===== src/rtl/ewt_pkg.sv =====
package ewt_pkg;
  typedef enum logic [1:0] {
    CMD_SECTOR  = 2'd0,
    CMD_CHIP    = 2'd1,
    CMD_SUSPEND = 2'd2,
    CMD_OTHER   = 2'd3
  } ewt_cmd_e;

  typedef enum logic [1:0] {
    ST_IDLE   = 2'd0,
    ST_WINDOW = 2'd1,
    ST_ERASE  = 2'd2
  } ewt_state_e;
endpackage


===== src/rtl/ewt_window_timer.sv =====
module ewt_window_timer #(
  parameter int WIN_TICKS = 50
) (
  input  logic clk,
  input  logic rst_n,
  input  logic run,
  input  logic restart,
  input  logic tick,
  output logic expired
);
  localparam int CNT_W = (WIN_TICKS > 1) ? $clog2(WIN_TICKS) : 1;
  localparam logic [CNT_W-1:0] LAST = CNT_W'(WIN_TICKS - 1);

  logic [CNT_W-1:0] cnt_q, cnt_d;

  always_comb begin
    expired = run && tick && !restart && (cnt_q == LAST);
    cnt_d   = cnt_q;
    if (!run || restart || expired) cnt_d = '0;
    else if (tick)                  cnt_d = cnt_q + 1'b1;
  end

  always_ff @(posedge clk or negedge rst_n) begin
    if (!rst_n) cnt_q <= '0;
    else        cnt_q <= cnt_d;
  end

  assert_cnt_bound_R4: assert property (@(posedge clk) disable iff (!rst_n)
    cnt_q <= LAST);
  assert_restart_zero_R4: assert property (@(posedge clk) disable iff (!rst_n)
    restart |=> (cnt_q == '0));
endmodule


===== src/rtl/ewt_sector_map.sv =====
module ewt_sector_map #(
  parameter int NSECT  = 16,
  parameter int SECT_W = 4
) (
  input  logic              clk,
  input  logic              rst_n,
  input  logic              set_en,
  input  logic [SECT_W-1:0] sector,
  input  logic              fill,
  input  logic              clear,
  output logic [NSECT-1:0]  map
);
  logic [NSECT-1:0] map_d;

  for (genvar i = 0; i < NSECT; i++) begin : g_bit
    always_comb begin
      map_d[i] = map[i];
      if (clear)                                      map_d[i] = 1'b0;
      else if (fill)                                  map_d[i] = 1'b1;
      else if (set_en && (sector == SECT_W'(i)))      map_d[i] = 1'b1;
    end
  end

  always_ff @(posedge clk or negedge rst_n) begin
    if (!rst_n) map <= '0;
    else        map <= map_d;
  end

  assert_clear_empties_R9: assert property (@(posedge clk) disable iff (!rst_n)
    clear |=> (map == '0));
endmodule


===== src/rtl/ewt_seq_fsm.sv =====
module ewt_seq_fsm
  import ewt_pkg::*;
(
  input  logic       clk,
  input  logic       rst_n,
  input  logic       cmd_valid,
  input  logic [1:0] cmd_kind,
  input  logic       window_expired,
  input  logic       engine_done,
  output ewt_state_e state,
  output logic       erase_go,
  output logic       suspend_req,
  output logic       chip_mode,
  output logic       map_set,
  output logic       map_fill,
  output logic       map_clear,
  output logic       timer_restart
);
  ewt_state_e state_d;
  logic go_d, susp_d, chip_d;
  logic is_sector, is_chip, is_susp, is_other;

  always_comb begin
    is_sector = cmd_valid && (cmd_kind == CMD_SECTOR);
    is_chip   = cmd_valid && (cmd_kind == CMD_CHIP);
    is_susp   = cmd_valid && (cmd_kind == CMD_SUSPEND);
    is_other  = cmd_valid && (cmd_kind == CMD_OTHER);

    state_d       = state;
    go_d          = 1'b0;
    susp_d        = 1'b0;
    chip_d        = chip_mode;
    map_set       = 1'b0;
    map_fill      = 1'b0;
    map_clear     = 1'b0;
    timer_restart = 1'b0;

    unique case (state)
      ST_IDLE: begin
        if (is_chip) begin
          state_d  = ST_ERASE;
          map_fill = 1'b1;
          go_d     = 1'b1;
          chip_d   = 1'b1;
        end else if (is_sector) begin
          state_d       = ST_WINDOW;
          map_set       = 1'b1;
          timer_restart = 1'b1;
        end
      end
      ST_WINDOW: begin
        if (is_chip) begin
          state_d  = ST_ERASE;
          map_fill = 1'b1;
          go_d     = 1'b1;
          chip_d   = 1'b1;
        end else if (is_sector) begin
          map_set       = 1'b1;
          timer_restart = 1'b1;
        end else if (is_other) begin
          state_d   = ST_IDLE;
          map_clear = 1'b1;
        end else if (window_expired) begin
          state_d = ST_ERASE;
          go_d    = 1'b1;
        end
      end
      ST_ERASE: begin
        if (engine_done) begin
          state_d   = ST_IDLE;
          map_clear = 1'b1;
          chip_d    = 1'b0;
        end else if (is_susp) begin
          susp_d = 1'b1;
        end
      end
      default: begin
        state_d   = ST_IDLE;
        map_clear = 1'b1;
        chip_d    = 1'b0;
      end
    endcase
  end

  always_ff @(posedge clk or negedge rst_n) begin
    if (!rst_n) begin
      state       <= ST_IDLE;
      erase_go    <= 1'b0;
      suspend_req <= 1'b0;
      chip_mode   <= 1'b0;
    end else begin
      state       <= state_d;
      erase_go    <= go_d;
      suspend_req <= susp_d;
      chip_mode   <= chip_d;
    end
  end

  assert_go_single_R3: assert property (@(posedge clk) disable iff (!rst_n)
    erase_go |=> !erase_go);
  assert_go_in_erase_R3: assert property (@(posedge clk) disable iff (!rst_n)
    erase_go |-> (state == ST_ERASE));
  assert_susp_only_busy_R7: assert property (@(posedge clk) disable iff (!rst_n)
    suspend_req |-> ($past(state) == ST_ERASE));
  assert_other_aborts_R9: assert property (@(posedge clk) disable iff (!rst_n)
    (state == ST_WINDOW && is_other) |=> (state == ST_IDLE));
endmodule


===== src/rtl/erase_window_ctrl.sv =====
module erase_window_ctrl
  import ewt_pkg::*;
#(
  parameter int NSECT     = 16,
  parameter int WIN_TICKS = 50,
  parameter int SECT_W    = (NSECT > 1) ? $clog2(NSECT) : 1
) (
  input  logic              clk,
  input  logic              rst_n,
  input  logic              tick_us,
  input  logic              cmd_valid,
  input  logic [1:0]        cmd_kind,
  input  logic [SECT_W-1:0] cmd_sector,
  input  logic              engine_done,
  output logic              erase_started,
  output logic              erase_go,
  output logic              erase_all,
  output logic [NSECT-1:0]  erase_map,
  output logic              suspend_req
);
  logic [1:0] rst_sync_q;
  logic       rst_i_n;

  always_ff @(posedge clk or negedge rst_n) begin
    if (!rst_n) rst_sync_q <= 2'b00;
    else        rst_sync_q <= {rst_sync_q[0], 1'b1};
  end
  assign rst_i_n = rst_sync_q[1];

  ewt_state_e state;
  logic expired, map_set, map_fill, map_clear, timer_restart;

  ewt_seq_fsm u_fsm (
    .clk           (clk),
    .rst_n         (rst_i_n),
    .cmd_valid     (cmd_valid),
    .cmd_kind      (cmd_kind),
    .window_expired(expired),
    .engine_done   (engine_done),
    .state         (state),
    .erase_go      (erase_go),
    .suspend_req   (suspend_req),
    .chip_mode     (erase_all),
    .map_set       (map_set),
    .map_fill      (map_fill),
    .map_clear     (map_clear),
    .timer_restart (timer_restart)
  );

  ewt_window_timer #(.WIN_TICKS(WIN_TICKS)) u_timer (
    .clk    (clk),
    .rst_n  (rst_i_n),
    .run    (state == ST_WINDOW),
    .restart(timer_restart),
    .tick   (tick_us),
    .expired(expired)
  );

  ewt_sector_map #(.NSECT(NSECT), .SECT_W(SECT_W)) u_map (
    .clk   (clk),
    .rst_n (rst_i_n),
    .set_en(map_set),
    .sector(cmd_sector),
    .fill  (map_fill),
    .clear (map_clear),
    .map   (erase_map)
  );

  assign erase_started = (state == ST_ERASE);

  assert_chip_immediate_R5: assert property (@(posedge clk) disable iff (!rst_i_n)
    (cmd_valid && cmd_kind == CMD_CHIP && !erase_started)
      |=> (erase_started && erase_all && erase_go && (&erase_map)));
  assert_busy_holds_R6: assert property (@(posedge clk) disable iff (!rst_i_n)
    (erase_started && !engine_done)
      |=> (erase_started && $stable(erase_map) && $stable(erase_all)));
  assert_done_clears_R8: assert property (@(posedge clk) disable iff (!rst_i_n)
    (erase_started && engine_done)
      |=> (!erase_started && !erase_all && erase_map == '0));
  assert_sector_no_start_R2: assert property (@(posedge clk) disable iff (!rst_i_n)
    (cmd_valid && cmd_kind == CMD_SECTOR && !erase_started) |=> !erase_started);
endmodule


===== config.mk =====
export PLATFORM = sky130hd
export DESIGN_NAME = erase_window_ctrl
export DESIGN_NICKNAME = d
export VERILOG_FILES = /design/src/rtl/ewt_pkg.sv /design/src/rtl/ewt_window_timer.sv /design/src/rtl/ewt_sector_map.sv /design/src/rtl/ewt_seq_fsm.sv /design/src/rtl/erase_window_ctrl.sv
export SDC_FILE = /design/constraint.sdc
export NUM_CORES = 1
export LEC_CHECK = 0
export BUFFER_PORTS_ARGS = -buffer_cell sky130_fd_sc_hd__buf_2
export CORE_MARGIN = 5
export CORE_UTILIZATION = 52
export CTS_CLUSTER_SIZE = 14
export DETAILED_ROUTE_END_ITERATION = 8
export PLACE_DENSITY = 0.77
export SLEW_MARGIN = 20
export SYNTH_ARGS = -nofsm -noshare
export SYNTH_HDL_FRONTEND = slang
export SYNTH_SLANG_ARGS = --single-unit

===== constraint.sdc =====
create_clock -name clk -period 1.19 [get_ports clk]
set_input_delay 0.357 -clock clk [delete_from_list [all_inputs] [get_ports clk]]
set_output_delay 0.357 -clock clk [all_outputs]
set_load 0.1 [all_outputs]

* After elaboration in Yosys (flattened, before gate mapping)
Index checks and enable logic that the tools add are counted.
** Operators by class
- Add/sub/neg operators :: 1
- Eq/ne operators :: 26
- Mux-type cells :: 79
- Reductions and logical operators :: 50
** Operators by type and width (count)
- $mux 1 :: 66
- $reduce_bool 3->1 :: 16
- $eq 4x4->1 const B :: 8
- $logic_and 1x1->1 :: 23
- $eq 4x3->1 const B :: 4
- $mux 2 :: 7
- $mux 6 :: 2
- $eq 4x2->1 const B :: 2
- $add 6x1->6 const B :: 1
- $eq 2x2->1 const B :: 3
- $eq 6x6->1 const B :: 1
- $pmux 2 s3 :: 1
- $eq 2x1->1 const B :: 2
- $eq 4x1->1 const B :: 1
- $logic_not 2->1 :: 2
- $logic_not 4->1 :: 1
- $ne 4x4->1 const B :: 1
- $pmux 1 s2 :: 2
- $reduce_and 4->1 :: 1
- $ne 3x1->1 const B :: 1
- $ne 3x3->1 const B :: 1
- $pmux 1 s3 :: 1
- $logic_not 1->1 :: 2
- $logic_or 1x1->1 :: 2
- other kinds (5) :: 5
** Storage, ports and cells
- Flip-flop bits (word level) :: 29
- Bits of input ports :: 11
- Output and inout port bits :: 20
- Word-level logic and storage cells :: 178

* Longest topological paths before layout
Gate-level depths: netlist of run 1.
- Depth after elaboration :: 13
- Depth in mapped cells :: 6
- Depth with buffers taken out :: 5

* Modules after synthesis
From an unflattened synthesis of run 1, not the netlist that was laid out.
** Unflattened totals
- Cell total of the unflattened synthesis :: 121
- Area total of the unflattened synthesis :: 1296.2 µm²
** By module, submodules not included
- ewt_sector_map :: times used 1, cells an instance 60, area an instance 650.6 µm², sequential area each 400.4 µm²
- ewt_window_timer :: times used 1, cells an instance 31, area an instance 321.6 µm², sequential area each 150.1 µm²
- ewt_seq_fsm :: times used 1, cells an instance 25, area an instance 255.2 µm², sequential area each 125.1 µm²
- erase_window_ctrl :: times used 1, cells an instance 5, area an instance 68.8 µm², sequential area each 50.0 µm²

* Worst setup path before layout of run 1
OpenSTA, ideal clock, no wires.
- Path type :: reg2out
- From :: reg u_fsm.state[1]
- To :: out erase_started
- Data arrival time :: 1285 ps
- Data required time :: 833 ps
- Setup slack :: -452 ps
- Stages on the path, launching flop included :: 4
- Path buffers :: 1
- Cell sequence :: dfrtp_1 buf_6 or2b_1 inv_1
** On the way
- Word-level cells in the longest chain between the ends :: 1
** Ends and longest elaborated chain
- start, declared :: RTL line ewt_seq_fsm.sv:10 : output ewt_state_e state,
- start signal, assigned :: RTL line ewt_seq_fsm.sv:92 : state <= state_d;
- $eq 2x2->1 :: RTL line erase_window_ctrl.sv:69 : assign erase_started = (state == ST_ERASE);
- end, declared :: RTL line erase_window_ctrl.sv:15 : output logic erase_started,
Every way passes these cells.

* Final worst setup path of run 1
Same ends and word-level chain as after synthesis.

==> results of run 1 <==
## cell families (layout without fill, tap and decap cells)
| logic type | after synthesis | after routing | share of synthesized area, % |
|---|---|---|---|
| other cells | 1 | 1 | 0.271 |
| flops | 29 | 29 | 52.4 |
| compound gates | 31 | 31 | 16.5 |
| xor+xnor | 4 | 4 | 2.53 |
| simple gates | 50 | 50 | 20.9 |
| fa+ha+maj | 2 | 2 | 1.81 |
| buf+inv | 10 | 72 | 5.60 |
## synthesized netlist by cell type (2+ instances only)
library cell and count:
or2b_1 2, nand2_1 4, and2b_2 2, xor2_1 3, buf_6 5, a21oi_1 8
dfrtp_1 29, ha_1 2, nand4_1 6, nand4bb_1 2, nor2_1 23, nor2b_1 2
o21ai_0 3, a311oi_1 12, inv_1 3
## metrics by stage
stage	hold WS [ns]	instances
after detailed placement	0.150	203
after global placement	0.143	203
after global routing	0.192	219
final	0.154	219
after CTS	0.169	214
after floorplan	0.0614	127
## per-layer routing
layer / wire length, microns / track usage (%) / share of wire (%)
met2: 2270 / 39.6 / 53
met3: 319 / 5.87 / 7.4
met1: 1690 / 31.1 / 39
met5: 0 / 0 / 0
met4: 18 / 6.67 / 0.42
## registers in the layout (all words and copies together), names as in the netlist
name and cells:
rst_sync_q 2, u_fsm.chip_mode 1, u_fsm.erase_go 1, u_fsm.state 2
u_fsm.suspend_req 1, u_map.map 16, u_timer.cnt_q 6
## cell type report
cell class | instances | share of cell area, %
Clock buffer | 6 | 1.82
Timing Repair Buffer | 61 | 32.6
Tap cell | 30 | 1.65
Multi-Input combinational cell | 88 | 29.8
Sequential cell | 29 | 33.0
Clock inverter | 2 | 0.441
Inverter | 3 | 0.662
## how the worst min path moves through the flow
stage / from / to / slack (ns) / cells past startpoint
3_3_place_gp: rst_n / rst_sync_q[0]$_DFF_PN0_ / 0.14 / 1
6_report: rst_sync_q[1]$_DFF_PN0_ / u_timer.cnt_q[2]$_DFFE_PN0P_ / 0.15 / 1
4_1_cts: rst_sync_q[1]$_DFF_PN0_ / u_fsm.state[0]$_DFFE_PN0P_ / 0.17 / 1
3_5_place_dp: rst_n / rst_sync_q[1]$_DFF_PN0_ / 0.15 / 1
5_1_grt: rst_sync_q[1]$_DFF_PN0_ / u_timer.cnt_q[2]$_DFFE_PN0P_ / 0.19 / 1
2_1_floorplan: rst_n / rst_sync_q[0]$_DFF_PN0_ / 0.06 / 0
## cells in the final DEF (no fill, tap or decap), types with 2 or more instances in the layout
cell type and count:
a311oi_1 11, a21oi_1 3, nor2b_1 2, buf_2 10, clkinv_2 2, o21ai_0 2
dfrtp_1 10, nor2_1 23, buf_6 3, or2b_1 2, nand4_1 6, a21oi_2 6
nand2_1 4, and2b_2 2, clkbuf_4 5, buf_12 22, xor2_1 3, dfrtp_2 19
buf_4 24, nand4bb_4 2
## worst reg2reg max path, cell delays in order (launching register included)
cell and delay, ns:
dfrtp_1 0.41, buf_6 0.14, buf_6 0.11, nor4b_4 0.19, buf_4 0.18, buf_12 0.13, a311oi_1 0.12, nor2_1 0.17
## what timing repair did
action                                 CTS  global route
setup endpoints to repair               45            47
gates cloned                             0             1
pin swaps                                8             7
setup buffers                            2             4
resized for setup                        6            14
endpoints found under the hold margin    2             0
hold buffers                             1             0
==> results.md, run 1 <==
- Outcome: complete, but fails checks
- Failing checks: setup timing
- Setup crit end: erase_started
- Initial antenna violation count: 0
- Kind of end point of the critical path: output port
- Reg-to-reg startpoint: u_fsm.state[1]$_DFFE_PN0P_
- # diodes: 0
- Async S/R FF share, synth: 100%
- Yosys warns: 0
- Reg2reg end: u_map.map[6]$_DFFE_PN0P_
- Area Overhead vs Synth: 64.0%
- Grt ovf: 0
- Worst Skew: 0.0143 ns
- Startpoint Class: flop
- Top area cells in the synthesized netlist: dfrtp_1, a311oi_1, nor2_1, buf_6, a21oi_1
- Die width: 61.6 microns
- Sequential share of the synthesized area: 52.4%
- Root buffer cell: clkbuf_4
- Post-synth EDFFs: 0
- Largest net degree at the start of global routing: 20
- CP max stage delay: 0.39 ns
- DRT iter0 DRCs: 95
- Cell Chain, Critical Path: or2b_1 > clkinvlp_4 > buf_12
- R2r setup slk: -0.35 ns
- Synth Register Bits: 29
- Max-slew violations: 0
- Vias: 1321
- Global-route wire length before repair: 6530 microns
- Hold Path Class: flop to asynchronous set/reset pin
- WP depth: 3
- Crit path kind: flop to output port
- Share of the synthesized area in the top cell type: 52.4%
- Num ports: 31
- WL/cell: 19.6 microns
- DRT Pass-1 Iters: 4
- CP Launch Point: u_fsm.state[1]$_DFFE_PN0P_
- Final ANT Viol Nets: 0
- RSZ-0062 raised after global routing: true
- Post-Syn Nets: 140
- Top delay family on crit path: flip-flops
- Fmax: 612 MHz
- Die Ht: 61.6 microns
- Post-synth top flop: dfrtp_1
- Area of the multi-input gates: 677 sq um
- Num CTS Buffers: 5
- Layout net count: 201
- Setup TNS: -7.26 ns
- Worst-path clk slew: 0.10 ns
- Fin area: 2270 sq um
- Vias in the first global route: 1372
- Final Hold Fails: 0
- Min cycle time layout: 1.63 ns
- Util after Layout: 90.0%
- Synth cell types: 36
- Max cap viols: 0
- Post-Syn Area: 1380 sq um
- Dpl ws: -0.224 ns
- Clk sink count: 29
- CTS tree: done
- Slowest stage cell, crit path: dfrtp_1
- Gr usage total: 23.9%
- DP HPWL: 2620 microns
- Tcrit/Tclk final: 137%
- Worst Path Max Fanout: 2
- Vias per std cell: 6.03
- Drc violations: 0
- H-tree Lvls: 2
- Layout cell share with drive strength beyond 1: 56.1%
- # setup viols final: 45
- CP Data Arrival Time: 1.28 ns
- Avg Cell Area, Syn: 10.9 sq um
- Gate count of the mapped netlist: 127
- Initial core utilization: 54.9%
- Buf+Inv Stages, Crit Path: 2
- Core Rows: 18
- Maximum buffer depth of the clock tree: 2
- Gp weighted congestion: 0.857
- Fill count: 111
- Clk_lat worst skew: 0.32 ns
- Most area-hungry cell type in the Yosys netlist: dfrtp_1
- Worst r2r path cells: 7
- Req. time, crit path: 0.83 ns
- Total Routed Length: 4300 microns
- Core area: 2520 sq um
- PnR worst setup slack: -0.444 ns
- Cell Area, Placed: 2030 sq um
- Seq. cell area: 749 sq um
- Die area: 3790 sq um
- I/O Buffers: 30
Power of run 1 is not shown: default switching activity piles up to over one toggle a cycle in this logic, so the estimate is an artifact.
==> inputs of run 2 (changes only) <==
--- a/config.mk
+++ b/config.mk
@@ -7,8 +7,9 @@
 export LEC_CHECK = 0
+export ABC_AREA = 1
 export BUFFER_PORTS_ARGS = -buffer_cell sky130_fd_sc_hd__buf_2
 export CORE_MARGIN = 5
-export CORE_UTILIZATION = 52
+export CORE_UTILIZATION = 53
 export CTS_CLUSTER_SIZE = 14
 export DETAILED_ROUTE_END_ITERATION = 8
-export PLACE_DENSITY = 0.77
+export PLACE_DENSITY = 0.78
 export SLEW_MARGIN = 20
--- a/constraint.sdc
+++ b/constraint.sdc
@@ -3,2 +3,2 @@
 set_output_delay 0.357 -clock clk [all_outputs]
-set_load 0.1 [all_outputs]
+set_load 0.02 [all_outputs]
==> run 2 against run 1 <==
- the run still ends with setup timing left
- fmax is 22% higher
- via count grew 10%
- critical path depth is 1 lower
- cell count rose by 37%
- non-clock buffer count increased by 2
- synthesized cell count is 58% higher
- register-to-register slack better by 0.32 ns
- worst setup slack better by 0.29 ns
==> results.md, run 2 <==
- Outcome: complete, but fails checks
- Failing checks: setup timing
- Startpoint Class: flop
- Sequential share of power: 39.6%
- CP max stage delay: 0.42 ns (+0.03 ns)
- Crit path kind: flop to output port
- Largest net degree at the start of global routing: 19 (-5.0%)
- Top delay family on crit path: flip-flops
- Share of the synthesized area in the top cell type: 49.0% (-3.4 points)
- # diodes: 0 (unchanged)
- Layout net count: 282 (+40%)
- Drc violations: 0 (unchanged)
- Die Ht: 62.8 microns (+2.0%)
- Final ANT Viol Nets: 0 (unchanged)
- Min cycle time layout: 1.34 ns (-0.292 ns)
- Top area cells in the synthesized netlist: dfrtp_1, nand2_1, inv_1, nor2_1, nand3_1
- WL/cell: 11.9 microns (-39%)
- Commonest non-fill, non-tap cell in the layout: nand2_1
- Synth Register Bits: 29 (unchanged)
- Async S/R FF share, synth: 100% (unchanged)
- Gr usage total: 19.5% (-4.3 points)
- Post-synth EDFFs: 0 (unchanged)
- H-tree Lvls: 2 (unchanged)
- Die width: 62.8 microns (+2.0%)
- PD cells: 1500 nW/um^2
- Num ports: 31 (unchanged)
- CTS tree: done
- Yosys warns: 0 (unchanged)
- Tcrit/Tclk final: 113% (-25 points)
- Buf+Inv Stages, Crit Path: 1 (-1)
- Max cap viols: 0 (unchanged)
- Total Routed Length: 3580 microns (-17%)
- Fmax: 745 MHz (+22%)
- Initial core utilization: 54.6% (-0.24 points)
- RSZ-0062 raised after global routing: true
- Grt ovf: 0 (unchanged)
- Net Sw Frac: 36.1%
- Global-route wire length before repair: 6070 microns (-7.1%)
- Core Rows: 19 (+1)
- Num CTS Buffers: 5 (unchanged)
- Clock share of power: 17.2%
- Clk_lat worst skew: 0.34 ns (+0.02 ns)
- DP HPWL: 2260 microns (-14%)
- Area Overhead vs Synth: 49.6%
- Worst-path clk slew: 0.11 ns (about the same)
- Max FFs per register: 16 (unchanged)
- I/O Buffers: 30 (unchanged)
- Gate count of the mapped netlist: 201 (+58%)
- Sequential share of the synthesized area: 49.0% (-3.4 points)
- Maximum buffer depth of the clock tree: 2 (unchanged)
- Gp weighted congestion: 0.856 (about the same)
- Pleak: 1.25 nW
- Die area: 3950 sq um (+4.1%)
- Initial antenna violation count: 0 (unchanged)
- Hold WS: 0.158 ns (+0.00384 ns)
- Avg Cell Area, Syn: 7.36 sq um (-32%)
- DRT iter0 DRCs: 45 (-53%)
- Vias per std cell: 4.83 (-20%)
- Most area-hungry cell type in the Yosys netlist: dfrtp_1
- Post-synth top flop: dfrtp_1
- Cell Area, Placed: 1730 sq um (-15%)
- Non-Filler Instances: 301 (+37%)
- Pint: 2.13 mW
- DRT Pass-1 Iters: 4 (unchanged)
- Largest regs: u_map.map: 16 flops, u_timer.cnt_q: 6 flops
- Count leader, synth: nand2_1
- Worst Path Max Fanout: 2 (unchanged)
- Most frequent cells in the layout: nand2_1, inv_1, nor2_1
- Switch Pwr: 1.20 mW
- Synth cell types: 19 (-47%)
- Fin area: 2210 sq um (-2.4%)
- Final Hold Fails: 0 (unchanged)
- Vias: 1453 (+10%)
- Synth top cells by count: nand2_1, inv_1, nor2_1
- Post-Syn Area: 1480 sq um (+7.0%)
- Kind of end point of the critical path: output port
- Comb power frac: 43.2%
- Layout cell share with drive strength beyond 1: 35.2% (-21 points)
- Clk sink count: 29 (unchanged)
- Most flop-heavy register: u_map.map
- Worst Skew: 0.0190 ns (+0.00471 ns)
- Cell Chain, Critical Path: nor2_4 > buf_6
- Root buffer cell: clkbuf_4
- Slowest stage cell, crit path: dfrtp_1
- Max-slew violations: 0 (unchanged)
- # setup viols final: 27 (-40%)
- Post-placement cell count: 270 (+33%)
- PnR worst setup slack: -0.152 ns (+0.292 ns)
- Req. time, crit path: 0.83 ns (about the same)
- CP Data Arrival Time: 0.99 ns (-0.29 ns)
- Hold Path Class: flop to asynchronous set/reset pin
- Core area: 2710 sq um (+7.4%)
- Worst vdd ir: 1500 uV
- Vias in the first global route: 1383 (+0.80%)
- Post-Syn Nets: 214 (+53%)
-- run 2: changes by cell type in the layout (fill, tap and decap cells not counted), sizes merged, moves of 4 or more --
cell,change
nand2,+49
a311oi,-12
nand3,+14
nand4,-4
nor2,+15
inv,+42
-- run 2: what timing repair did --
action | in CTS | in global routing
endpoints found under the setup margin | 27 | 46
gates cloned | 1 | 1
pin swaps | 1 | 3
hold endpoints to repair | 2 | 0
buffers inserted | 12 | 8
resized for setup | 46 | 27
hold buffers | 1 | 0
-- run 2: metrics by stage --
stage               utilization (%)  setup TNS [ns]  setup WS, ns  power [mW]
floorplan                         -               0        0.0675        1.88
global placement               64.0           -1.03        -0.121        2.18
detailed placement             64.0           -1.58        -0.171        2.21
CTS                            76.5           -1.26        -0.169        3.18
global route                   81.7           -3.02        -0.200        3.55
finish                         81.7          -0.927        -0.152        3.33
-- run 2: power by group through the flow --
| stage | Clock (mW) | Sequential (mW) | Combinational, mW |
|---|---|---|---|
| 3_5_place_dp | 0 | 1.29 | 0.919 |
| 6_report | 0.573 | 1.32 | 1.44 |
| 5_1_grt | 0.633 | 1.35 | 1.57 |
| 4_1_cts | 0.579 | 1.31 | 1.29 |
| 3_3_place_gp | 0 | 1.28 | 0.902 |
| 2_1_floorplan | 0 | 1.52 | 0.358 |
-- run 2: final cells by class --
class | count | area, sq um
well taps | 31 | 38.8
inverters | 44 | 168
multi-input cells | 126 | 657
clock inverters | 2 | 10.0
repair buffers | 63 | 574
flip-flops and latches | 29 | 726
fillers | 179 | 495
clock buffers | 6 | 41.3
-- run 2: cells by family (layout without fill, tap and decap cells) --
group | Yosys count | in the layout | share of synthesized area (%)
other cells | 1 | 1 | 0.253
simple gates | 110 | 110 | 31.1
compound gates | 10 | 10 | 3.38
buf+inv | 46 | 115 | 12.7
xor+xnor | 2 | 2 | 1.18
flops | 29 | 29 | 49.0
fa+ha+maj | 2 | 2 | 1.69
mux | 1 | 1 | 0.676
-- run 2: worst paths after layout --
check                                          endpoint                  startpoint  depth (start not counted)  slack (ns)
hold / removal                 u_map.map[3]$_DFFE_PN0P_     rst_sync_q[1]$_DFF_PN0_                          1        0.16
min in group clk            u_fsm.suspend_req$_DFF_PN0_                 cmd_kind[1]                          3        0.28
hold reg to reg                u_map.map[3]$_DFFE_PN0P_     rst_sync_q[1]$_DFF_PN0_                          1        0.16
setup / recovery                          erase_started  u_fsm.state[0]$_DFFE_PN0P_                          2       -0.15
max in group asynchronous  u_timer.cnt_q[1]$_DFFE_PN0P_     rst_sync_q[1]$_DFF_PN0_                          1        0.77
setup reg to reg               u_map.map[2]$_DFFE_PN0P_  u_fsm.state[1]$_DFFE_PN0P_                          7       -0.03
-- run 2: worst reg2reg max path, cell delays in order, from the launching register on --
cell and delay, ns:
dfrtp_1 0.40, inv_2 0.10, buf_4 0.14, nand4_4 0.12
buf_12 0.18, nand2_1 0.08, a21oi_1 0.05, nor2_1 0.09
-- run 2: per-layer routing --
metal	track usage (%)	share of wire, %	up-vias
met2	30.6	50	39
met1	24.4	44	677
li1	-	-	732
met5	0	0	-
met3	6.83	4.6	5
met4	8.22	1.4	0
No activity file was read; power rests on OpenSTA's default activity.
